===== src/rtl/pirq_pkg.sv =====
package pirq_pkg;

    localparam int NSRC = 7;
    localparam int VW   = 16;
    localparam int IW   = $clog2(NSRC);

    localparam logic [VW-1:0] PHANTOM_VEC = '0;

    typedef enum logic [IW-1:0] {
        SRC_SPORT  = 3'd0,
        SRC_SRX    = 3'd1,
        SRC_STX    = 3'd2,
        SRC_CONV   = 3'd3,
        SRC_EXT1   = 3'd4,
        SRC_EXT2   = 3'd5,
        SRC_EXT3   = 3'd6
    } src_e;

    typedef struct packed {
        logic          hit;
        logic [IW-1:0] idx;
    } pick_t;

    function automatic logic [VW-1:0] src_offset(input logic [IW-1:0] idx);
        logic [VW-1:0] v;
        case (src_e'(idx))
            SRC_SPORT: v = 16'h0005;
            SRC_SRX:   v = 16'h0006;
            SRC_STX:   v = 16'h0007;
            SRC_CONV:  v = 16'h0004;
            SRC_EXT1:  v = 16'h0001;
            SRC_EXT2:  v = 16'h0011;
            SRC_EXT3:  v = 16'h001F;
            default:   v = PHANTOM_VEC;
        endcase
        return v;
    endfunction

endpackage


===== src/rtl/pirq_pend_bank.sv =====
module pirq_pend_bank #(
    parameter int N = pirq_pkg::NSRC
) (
    input  logic         clk,
    input  logic         rst,
    input  logic [N-1:0] req,
    input  logic         ack,
    input  logic [N-1:0] grant,
    output logic [N-1:0] pend_q
);

    logic [N-1:0] pend_d;

    always_comb begin
        pend_d = pend_q | req;
        if (ack) pend_d = pend_d & ~grant;
    end

    always_ff @(posedge clk) begin
        if (rst) pend_q <= '0;
        else     pend_q <= pend_d;
    end

    AST_WINNER_CLEARED: assert property (@(posedge clk) disable iff (rst)
        ack |=> ((pend_q & $past(grant)) == '0));

    AST_PEND_STICKY: assert property (@(posedge clk) disable iff (rst)
        !ack |=> ((pend_q & $past(pend_q)) == $past(pend_q)));

    AST_LOSERS_KEPT: assert property (@(posedge clk) disable iff (rst)
        ack |=> ((pend_q & ($past(pend_q) & ~$past(grant))) == ($past(pend_q) & ~$past(grant))));

endmodule


===== src/rtl/pirq_prio_pick.sv =====
module pirq_prio_pick
    import pirq_pkg::*;
#(
    parameter int N = NSRC
) (
    input  logic         clk,
    input  logic         rst,
    input  logic [N-1:0] cand,
    output logic [N-1:0] grant,
    output pick_t        pick
);

    always_comb begin
        pick  = '0;
        grant = '0;
        for (int i = N - 1; i >= 0; i--) begin
            if (cand[i]) begin
                pick.hit = 1'b1;
                pick.idx = IW'(i);
                grant    = N'(1) << i;
            end
        end
    end

    AST_GRANT_ONEHOT: assert property (@(posedge clk) disable iff (rst)
        $onehot0(grant));

    AST_GRANT_IN_CAND: assert property (@(posedge clk) disable iff (rst)
        (grant & ~cand) == '0);

    AST_GRANT_LOWEST: assert property (@(posedge clk) disable iff (rst)
        (((grant - N'(1)) & cand) == '0));

endmodule


===== src/rtl/pirq_vec_reg.sv =====
module pirq_vec_reg
    import pirq_pkg::*;
(
    input  logic          clk,
    input  logic          rst,
    input  logic          ack,
    input  pick_t         pick,
    output logic [VW-1:0] vec_q
);

    always_ff @(posedge clk) begin
        if (rst)      vec_q <= PHANTOM_VEC;
        else if (ack) vec_q <= pick.hit ? src_offset(pick.idx) : PHANTOM_VEC;
    end

    AST_VEC_HOLD: assert property (@(posedge clk) disable iff (rst)
        !ack |=> $stable(vec_q));

    AST_PHANTOM_ZERO: assert property (@(posedge clk) disable iff (rst)
        (ack && !pick.hit) |=> (vec_q == PHANTOM_VEC));

    AST_REAL_NONZERO: assert property (@(posedge clk) disable iff (rst)
        (ack && pick.hit) |=> (vec_q != PHANTOM_VEC));

endmodule


===== src/rtl/pirq_vector_arb.sv =====
module pirq_vector_arb
    import pirq_pkg::*;
(
    input  logic            clk,
    input  logic            rst,
    input  logic [NSRC-1:0] src_req,
    input  logic [NSRC-1:0] src_en,
    input  logic            ack,
    output logic            irq_out,
    output logic [VW-1:0]   vec_out
);

    logic [NSRC-1:0] pend_q;
    logic [NSRC-1:0] cand;
    logic [NSRC-1:0] grant;
    pick_t           pick;

    assign cand    = (pend_q | src_req) & src_en;
    assign irq_out = |(pend_q & src_en);

    pirq_pend_bank #(.N(NSRC)) u_pend (
        .clk    (clk),
        .rst    (rst),
        .req    (src_req),
        .ack    (ack),
        .grant  (grant),
        .pend_q (pend_q)
    );

    pirq_prio_pick #(.N(NSRC)) u_pick (
        .clk   (clk),
        .rst   (rst),
        .cand  (cand),
        .grant (grant),
        .pick  (pick)
    );

    pirq_vec_reg u_vec (
        .clk   (clk),
        .rst   (rst),
        .ack   (ack),
        .pick  (pick),
        .vec_q (vec_out)
    );

    AST_RESET_QUIET: assert property (@(posedge clk)
        $past(rst) |-> (!irq_out && vec_out == PHANTOM_VEC));

    AST_MASKED_SILENT: assert property (@(posedge clk) disable iff (rst)
        (src_en == '0) |-> !irq_out);

endmodule


===== config.mk =====
export PLATFORM = sky130hd
export DESIGN_NAME = pirq_vector_arb
export DESIGN_NICKNAME = d
export VERILOG_FILES = /design/src/rtl/pirq_pkg.sv /design/src/rtl/pirq_pend_bank.sv /design/src/rtl/pirq_prio_pick.sv /design/src/rtl/pirq_vec_reg.sv /design/src/rtl/pirq_vector_arb.sv
export SDC_FILE = /design/constraint.sdc
export NUM_CORES = 1
export LEC_CHECK = 0
export ABC_AREA = 1
export BUFFER_PORTS_ARGS = -buffer_cell sky130_fd_sc_hd__buf_2
export CAP_MARGIN = 20
export CORE_MARGIN = 5
export CORE_UTILIZATION = 46
export CTS_CLUSTER_SIZE = 10
export DETAILED_ROUTE_END_ITERATION = 10
export GPL_ROUTABILITY_DRIVEN = 0
export PLACE_DENSITY = 0.77
export SLEW_MARGIN = 10
export SYNTH_ARGS = -nofsm -noshare
export SYNTH_HDL_FRONTEND = slang
export SYNTH_HIERARCHICAL = 1
export SYNTH_SLANG_ARGS = --single-unit

===== constraint.sdc =====
create_clock -name clk -period 1.5 [get_ports clk]
set_input_delay 0.3 -clock clk [delete_from_list [all_inputs] [get_ports clk]]
set_output_delay 0.3 -clock clk [all_outputs]
set_load 0.03 [all_outputs]

==> results.yml <==
logic_synthesis:
  netlist_instances: 140
  synthArstFlopShare_pct: 0
  synthFlopType: "dfxtp_1"
  synth.cell_area_sq_um: 802
  synth_edf_count: 0
  netlist-cell-type-count: 13
  synth_top_area_share_pct: 30.0
  synth_area_leaders: "dfxtp_1, nand2_1, buf_4"
  ys_seq_area_share_pct: 30.0
  yosysMostFrequentCell: "nand2_1"
  ys_ff_latch: 12
  synth_top_cell_by_area: "dfxtp_1"
  postSynthAreaPerCell_sq_um: 5.73
  synth_common_cells: "nand2_1, nor2_1, inv_1"
  yosys_warnings: 6
worst_setup_path:
  critPathKind: "reg2reg"
  crit_fanout: 5
  critPathCaptureType: "flop"
  critical_path.startpoint_type: "flop"
  reg2reg_slack_ns: 0.11
  required_ns: 1.70
  crit_arrival_ns: 1.59
clock_network:
  clk_latency_ns: 0.27
  cts.path.max_buffers: 2
  cts_sinks: 12
  ctsResizeCount: 0
  cts_hold_buf: 0
  clockRootBuffer: "clkbuf_4"
  path_clk_slew_ns: 0.08
  htreeDepth: 1
  cts_setup_buffers: 0
  cts_tree: "yes"
  cts_made_buffers: 3
global_routing:
  antenna_found_initial: 0
  grt_max_degree: 10
  grt_usage_pct: 12.4
  grt_pass1_vias: 673
  overflow: 0
  grt_first_pass_wirelength_microns: 2550
sta:
  fmax_ghz: 0.719
  final_max_slew_viol_count: 0
  fin_setup_tns_ns: 0
  finalClockSkew_ns: 0.000576
  rsz0062_at_grt: "no"
  fin_crit_sh_pct: 92.7
  final-hold-violation-count: 0
  min_period_ns: 1.39
  setup_viol: 0
  hold_ws_ns: 0.258
floorplanning:
  rows: 15
  core_area_sq_um: 1690
  die_width_microns: 51.8
  die_area_sq_um: 2680
  initial_core_util_pct: 47.5
  ios: 34
  die-height_microns: 51.8
detailed_routing:
  drt_first_pass_iters: 4
  drt_wl_total_microns: 1580
  wire_per_inst_microns: 8.74
  first_iter_violations: 30
  ant_nets: 0
  vias: 824
  drc: 0
  via_per_inst: 4.55
power:
  total_power_mw: 0.873
  peakVddDrop_v: 0.000489
  power_density_nw_per_um2: 949
  total_leakage_power_nw: 0.552
cells_and_area:
  drive_gt1_share_pct: 22.6
  antennaDiodeCount: 0
  area_delta_synth_final_pct: 14.7
  finalNetCount: 182
place:
  dp_hpwl_microns: 1270
  port_buffers: 22
hold_path:
  hold_path_class: "in2reg"
outcome:
  status: "finished clean"
job:
  cap_violations: 0
==> flip-flops by register name (all words and copies together), names as in the netlist <==
name           count
u_pend/pend_q      7
u_vec/vec_q        5
==> layer usage <==
layer	vias to the layer above	wire (microns)	GRT usage, %
met3	2	140	1.72
met1	349	674	14.9
li1	441	-	-
met2	32	751	21.2
met5	-	0	0
met4	0	15	6.55
==> critical path: stages (launching register included) <==
cell     delay, ns
dfxtp_1       0.32
nand2_1       0.07
nand2_1       0.12
nor2_2        0.17
nand2_2       0.10
nor2_2        0.15
inv_1         0.07
nor2_2        0.11
nand2_1       0.07
a21oi_1       0.14
==> stage by stage <==
step | std cells | utilization [%] | worst slack (ns) | area (sq um)
after floorplan | 150 | - | 0.277 | 840
after global placement | 177 | 52.1 | 0.0780 | 881
after detailed placement | 177 | 52.1 | 0.0408 | 881
after CTS | 181 | 54.3 | 0.118 | 917
after global routing | 181 | 54.4 | 0.0149 | 920
final | 181 | 54.4 | 0.110 | 920
==> cell usage in the layout, fill, tap and decap left out <==
| cell | instances |
|---|---|
| nor2_2 | 5 |
| a21oi_1 | 6 |
| nor3_2 | 1 |
| nor3_1 | 1 |
| inv_2 | 1 |
| conb_1 | 11 |
| nand3_1 | 1 |
| nand2_1 | 60 |
| buf_2 | 22 |
| clkbuf_8 | 1 |
| inv_1 | 14 |
| clkbuf_4 | 3 |
| nand2_2 | 4 |
| dfxtp_1 | 12 |
| nor2_1 | 22 |
==> cell families after synthesis <==
kind of cell    after synthesis  share of synthesized area [%]
simple gates                 94                           47.6
buf+inv                      27                           18.3
flops                        12                           30.0
compound gates                6                           3.74
other cells                   1                          0.468
==> where the power goes <==
part           switching, mW  total (mW)  leakage, nW  internal (mW)
Clock                  0.117       0.264       0.0210          0.147
Combinational          0.179       0.255        0.432         0.0760
Sequential            0.0105       0.353       0.0995          0.342
==> worst paths after layout <==
check,end,from,cells after the start
max,u_vec/vec_q[3]$_SDFFE_PP0P_,u_pend/pend_q[0]$_SDFF_PP0_,9
min reg2reg,u_vec/vec_q[0]$_SDFFE_PP0P_,u_vec/vec_q[0]$_SDFFE_PP0P_,2
max reg2reg,u_vec/vec_q[3]$_SDFFE_PP0P_,u_pend/pend_q[0]$_SDFF_PP0_,9
min,u_vec/vec_q[0]$_SDFFE_PP0P_,rst,2
==> final cells by class <==
cell class	count	area [sq um]
clock buffer	4	36.3
timing repair buffer	22	110
fill	180	769
inverter	15	56.3
multi-input combinational	111	455
tap	17	21.3
sequential	12	240
No activity file was read; power rests on OpenSTA's default activity.
